--- config.mk ---
export PLATFORM = sky130hd
export DESIGN_NAME = rxf_alloc
export DESIGN_NICKNAME = d
export VERILOG_FILES = /design/src/rtl/rxf_pkg.sv /design/src/rtl/rxf_elig_mask.sv /design/src/rtl/rxf_pick_low.sv /design/src/rtl/rxf_flag_bank.sv /design/src/rtl/rxf_alloc.sv
export SDC_FILE = /design/constraint.sdc
export NUM_CORES = 1
export LEC_CHECK = 0
export BUFFER_PORTS_ARGS = -buffer_cell sky130_fd_sc_hd__buf_2
export CAP_MARGIN = 20
export CORE_ASPECT_RATIO = 0.7
export CORE_UTILIZATION = 45
export CTS_CLUSTER_DIAMETER = 80
export DETAILED_ROUTE_END_ITERATION = 6
export PLACE_DENSITY = 0.73
export SETUP_SLACK_MARGIN = 0.15
export SYNTH_ARGS = -nofsm -noshare
export SYNTH_HDL_FRONTEND = slang
export SYNTH_HIERARCHICAL = 1
export SYNTH_SLANG_ARGS = --single-unit
--- constraint.sdc ---
create_clock -name clk -period 3.7 [get_ports clk]
set_input_delay 0.555 -clock clk [delete_from_list [all_inputs] [get_ports clk]]
set_output_delay 0.555 -clock clk [all_outputs]
set_load 0.1 [all_outputs]
--- src/rtl/rxf_pkg.sv ---
package rxf_pkg;
  localparam int unsigned RXF_DEF_OBJS = 32;

  function automatic logic span_hit(input int unsigned idx,
                                    input int unsigned lo,
                                    input int unsigned hi);
    return (idx >= lo) && (idx <= hi);
  endfunction
endpackage

--- src/rtl/rxf_elig_mask.sv ---
module rxf_elig_mask #(
  parameter int unsigned NUM_OBJ = 32,
  parameter int unsigned IDX_W   = $clog2(NUM_OBJ)
) (
  input  logic [IDX_W-1:0]   first_i,
  input  logic [IDX_W-1:0]   last_i,
  input  logic [NUM_OBJ-1:0] newdat_i,
  input  logic [NUM_OBJ-1:0] eob_i,
  output logic [NUM_OBJ-1:0] elig_o
);
  import rxf_pkg::*;

  for (genvar g = 0; g < NUM_OBJ; g++) begin : g_obj
    logic in_span;
    logic locked;
    assign in_span   = span_hit(g, int'(first_i), int'(last_i));
    assign locked    = newdat_i[g] & ~eob_i[g];
    assign elig_o[g] = in_span & ~locked;
  end
endmodule

--- src/rtl/rxf_pick_low.sv ---
module rxf_pick_low #(
  parameter int unsigned NUM_OBJ = 32,
  parameter int unsigned IDX_W   = $clog2(NUM_OBJ)
) (
  input  logic [NUM_OBJ-1:0] req_i,
  output logic               found_o,
  output logic [IDX_W-1:0]   idx_o
);
  always_comb begin
    found_o = 1'b0;
    idx_o   = '0;
    for (int i = NUM_OBJ - 1; i >= 0; i--) begin
      if (req_i[i]) begin
        found_o = 1'b1;
        idx_o   = IDX_W'(i);
      end
    end
  end
endmodule

--- src/rtl/rxf_flag_bank.sv ---
module rxf_flag_bank #(
  parameter int unsigned NUM_OBJ = 32,
  parameter int unsigned IDX_W   = $clog2(NUM_OBJ)
) (
  input  logic               clk,
  input  logic               rst_n,
  input  logic               set_en_i,
  input  logic [IDX_W-1:0]   set_idx_i,
  input  logic               clr_en_i,
  input  logic [IDX_W-1:0]   clr_idx_i,
  output logic [NUM_OBJ-1:0] flags_o
);
  logic [NUM_OBJ-1:0] flags_q;
  logic [NUM_OBJ-1:0] flags_d;

  always_comb begin
    flags_d = flags_q;
    if (clr_en_i) flags_d[clr_idx_i] = 1'b0;
    if (set_en_i) flags_d[set_idx_i] = 1'b1;
  end

  always_ff @(posedge clk or negedge rst_n) begin
    if (!rst_n) begin
      flags_q <= '0;
    end else if (set_en_i || clr_en_i) begin
      flags_q <= flags_d;
    end
  end

  assign flags_o = flags_q;
endmodule

--- src/rtl/rxf_alloc.sv ---
module rxf_alloc #(
  parameter int unsigned NUM_OBJ = rxf_pkg::RXF_DEF_OBJS,
  parameter int unsigned IDX_W   = $clog2(NUM_OBJ)
) (
  input  logic               clk,
  input  logic               rst_n,
  input  logic               st_vld,
  input  logic [IDX_W-1:0]   st_first,
  input  logic [IDX_W-1:0]   st_last,
  input  logic [NUM_OBJ-1:0] eob,
  input  logic               clr_vld,
  input  logic [IDX_W-1:0]   clr_idx,
  output logic               wr_stb,
  output logic [IDX_W-1:0]   wr_idx,
  output logic [NUM_OBJ-1:0] newdat,
  output logic               ovr_pulse
);
  logic [NUM_OBJ-1:0] elig;
  logic               pick_found;
  logic [IDX_W-1:0]   pick_idx;
  logic               do_store;

  logic               stb_d, stb_q;
  logic [IDX_W-1:0]   idx_d, idx_q;
  logic               ovr_d, ovr_q;

  rxf_elig_mask #(.NUM_OBJ(NUM_OBJ), .IDX_W(IDX_W)) u_mask (
    .first_i  (st_first),
    .last_i   (st_last),
    .newdat_i (newdat),
    .eob_i    (eob),
    .elig_o   (elig)
  );

  rxf_pick_low #(.NUM_OBJ(NUM_OBJ), .IDX_W(IDX_W)) u_pick (
    .req_i   (elig),
    .found_o (pick_found),
    .idx_o   (pick_idx)
  );

  assign do_store = st_vld & pick_found;

  rxf_flag_bank #(.NUM_OBJ(NUM_OBJ), .IDX_W(IDX_W)) u_flags (
    .clk       (clk),
    .rst_n     (rst_n),
    .set_en_i  (do_store),
    .set_idx_i (pick_idx),
    .clr_en_i  (clr_vld),
    .clr_idx_i (clr_idx),
    .flags_o   (newdat)
  );

  always_comb begin
    stb_d = do_store;
    idx_d = idx_q;
    ovr_d = 1'b0;
    if (do_store) begin
      idx_d = pick_idx;
      ovr_d = newdat[pick_idx];
    end
  end

  always_ff @(posedge clk or negedge rst_n) begin
    if (!rst_n) begin
      stb_q <= 1'b0;
      idx_q <= '0;
      ovr_q <= 1'b0;
    end else begin
      stb_q <= stb_d;
      ovr_q <= ovr_d;
      if (do_store) idx_q <= idx_d;
    end
  end

  assign wr_stb    = stb_q;
  assign wr_idx    = idx_q;
  assign ovr_pulse = ovr_q;
endmodule

==> out/qor.yml <==
sta:
  fin_crit_ps: 3560
  rsz0062_at_grt: "no"
  fin_tns_setup_ps: 0
  finalHoldViolations: 0
  worstMarginPinSlew_ps: 865
  slew_violations: 0
  timing.slew.headroom_pct: 42.3
  setup_viol_count_final: 0
  max_freq_ghz: 0.281
  setup_slack_ps: 140
  finClkSkew_ps: 4.48
  fin_crit_sh_pct: 96.2
layout:
  drive_above_1_share_pct: 42.0
  fillers: 609
  design_area_um2: 4420
  fin_util_pct: 64.5
  n_antenna_cell: 0
  layout.cells.non_filler: 615
  layout.cells.most_common: "buf_2"
  layout_common_cells: "buf_2 (89), buf_4 (57), o21ai_0 (54)"
  nets: 571
  area_growth_pct: 37.0
clock_network:
  clkTransAtPathRegs_ps: 70
  cts_tree: "yes"
  cts_sinks: 39
  root_buffer: "clkbuf_8"
  cts_buffers: 5
  cts-htree-levels: 2
  hold_buffers: 0
  cts_buffer_depth: 2
  clkLatencyLatePin_ps: 290
pwr:
  powerDensity_nw_per_um2: 686
  irDropWorstVdd_uv: 840
  leakagePower_nw: 1.95
critical_path:
  worstPathArrival_ps: 3770
  path_cells: "buf_2 -> buf_4 -> buf_4 -> or2_2 -> a221oi_2 -> nor3_1 -> o311ai_0 -> a31o_2 -> a31oi_1 -> buf_4 -> or3b_1 -> nand2b_4 -> o211ai_2"
  worstPathMaxFanout: 9
  worstSetupPathType: "primary input to register"
  cp-start-kind: "primary input"
  cpMaxStageDelayCell: "or3b_1"
  end_kind: "register"
  required_ps: 3920
  cpPeakStageDelay_ps: 560
  cpMostUsedCell: "buf_4"
grt:
  grt_pass1_vias: 3483
  grt_use_total_pct: 34.5
  grt_pass1_wl_mm: 19.2
  antenna_found_initial: 0
  grt_remaining_overflow: 0
  grt_max_degree: 40
synthesis:
  synth_area_per_cell_um2: 8.53
  seq_area_frac_synth_pct: 30.3
  synthCells: 378
  ys_types: 61
  syn_nets: 429
  synth.area.top_cells: "dfrtp_1 (30%), o21ai_0 (8.5%), mux4_1 (5.7%)"
  ys.warnings.count: 6
  yosysTopAreaCell: "dfrtp_1"
  ys_ff_latch: 39
  syn-cell-area_um2: 3230
  synth_top_area_share_pct: 30.3
hold_path:
  hp-class: "primary input to async pin"
floorplan:
  core.rowCount: 25
  fp.dieW_um: 103
  die_y_um: 72.8
  die-area_um2: 7520
  initial_core_util_pct: 47.1
  core_um2: 6850
  ios: 90
placed_design:
  place_congestion: 1.04
  placedCellCount: 606
  dpl_cell_area_um2: 4240
  numPortBuffers: 89
  pre_cts_ws_ps: -219
  dp_hpwl_mm: 9.79
flow_run:
  maxCapViolCount: 0
route:
  via_per_inst: 6.35
  wl_per_cell_um: 20.8
  ant_nets: 0
  drt_pass1_iterations: 7
  routed_wirelength_mm: 12.8
  num_vias: 3907
  dr.first_iter.drc_count: 488
  drc_errors: 0
outcome:
  status: "completed"
path summary, 6_finish.rpt:
check / start / endpoint / slack [ps] / cells past startpoint
hold / removal: rst_n / u_flags/flags_o[8]$_DFFE_PN0P_ / 380 / 1
hold reg to reg: wr_idx[3]$_DFFE_PN0N_ / wr_idx[3]$_DFFE_PN0N_ / 520 / 1
min in group clk: wr_idx[3]$_DFFE_PN0N_ / wr_idx[3]$_DFFE_PN0N_ / 520 / 1
setup / recovery: st_first[1] / u_flags/flags_o[8]$_DFFE_PN0P_ / 140 / 13
max in group asynchronous: rst_n / u_flags/flags_o[29]$_DFFE_PN0P_ / 2720 / 1
setup reg to reg: u_flags/flags_o[11]$_DFFE_PN0P_ / ovr_pulse$_DFF_PN0_ / 270 / 11
metal layers:
metal  routed length [µm]  GRT usage (%)
met2                 5260           50.6
met3                 1720           7.57
met1                 5550           52.6
met5                    0              0
met4                  238           5.95
through the flow:
stage,power [mW],hold WS (ps)
3_3_place_gp,2.65,484
5_1_grt,3.14,438
6_report,3.03,377
4_1_cts,2.97,401
3_5_place_dp,2.67,507
2_1_floorplan,2.18,259
layout make-up:
| type | count | area [µm²] | share of cell area, % |
|---|---|---|---|
| clock buffer | 7 | 76.3 | 1.73 |
| timing repair buffer | 152 | 976 | 22.1 |
| sequential | 39 | 986 | 22.3 |
| clock inverter | 1 | 5.00 | 0.113 |
| tap | 94 | 118 | 2.66 |
| inverter | 29 | 109 | 2.46 |
| multi-input combinational | 293 | 2150 | 48.6 |
report_power, final:
group          internal, mW  switching (mW)
sequential            0.567           0.180
combinational         0.496            1.51
clock                 0.132           0.148
total                  1.20            1.84
critical path, delay by kind of cell:
family / cells / cell delay, ps
compound gates: 5 / 1420
buf+inv: 4 / 600
simple gates: 4 / 1200
cell families after synthesis:
kind of cell           Yosys count  share of synthesized area, %
AO/OA/AOI/OAI                  132                          26.6
flip-flops                      39                          30.3
multiplexers                    17                          9.04
buffers and inverters           46                          6.90
AND/OR/NAND/NOR                144                          27.2
sequential cells by signal, summed over array words and instances, names as in the netlist:
| name | cells |
|---|---|
| u_flags/flags_o | 32 |
| wr_idx | 5 |
| ovr_pulse | 1 |
| wr_stb | 1 |
cells in the mapped netlist, drive strengths merged:
cell type  count
o21ai         66
dfrtp         39
inv           29
nor2          24
nor3          24
buf           17
a21oi         16
nand2         16
nor2b         14
nand3b        12
nand3         11
a2111oi        8
mux4           7
nand2b         7
a221oi         6
mux2           6
or3b           6
nor4           5
or2            5
and3           4
mux2i          4
nor3b          4
o21a           4
a21o           3
a31oi          3
nor4b          3
o221ai         3
o311ai         3
o31ai          3
or3            3
a211o          2
a221o          2
a311oi         2
and2           2
o211ai         2
o22ai          2
o2bb2ai        2
o311a          2
or4            2
a211oi         1
a31o           1
and2b          1
nand4bb        1
o2111ai        1
timing repair:
item | 4_1_cts | 5_1_grt
gates resized for setup | 7 | 20
setup buffers | 0 | 1
gates cloned | 0 | 0
endpoints found under the setup margin | 1 | 2
pin swaps | 4 | 7
Note: power is estimated with default switching activity, not from simulation.
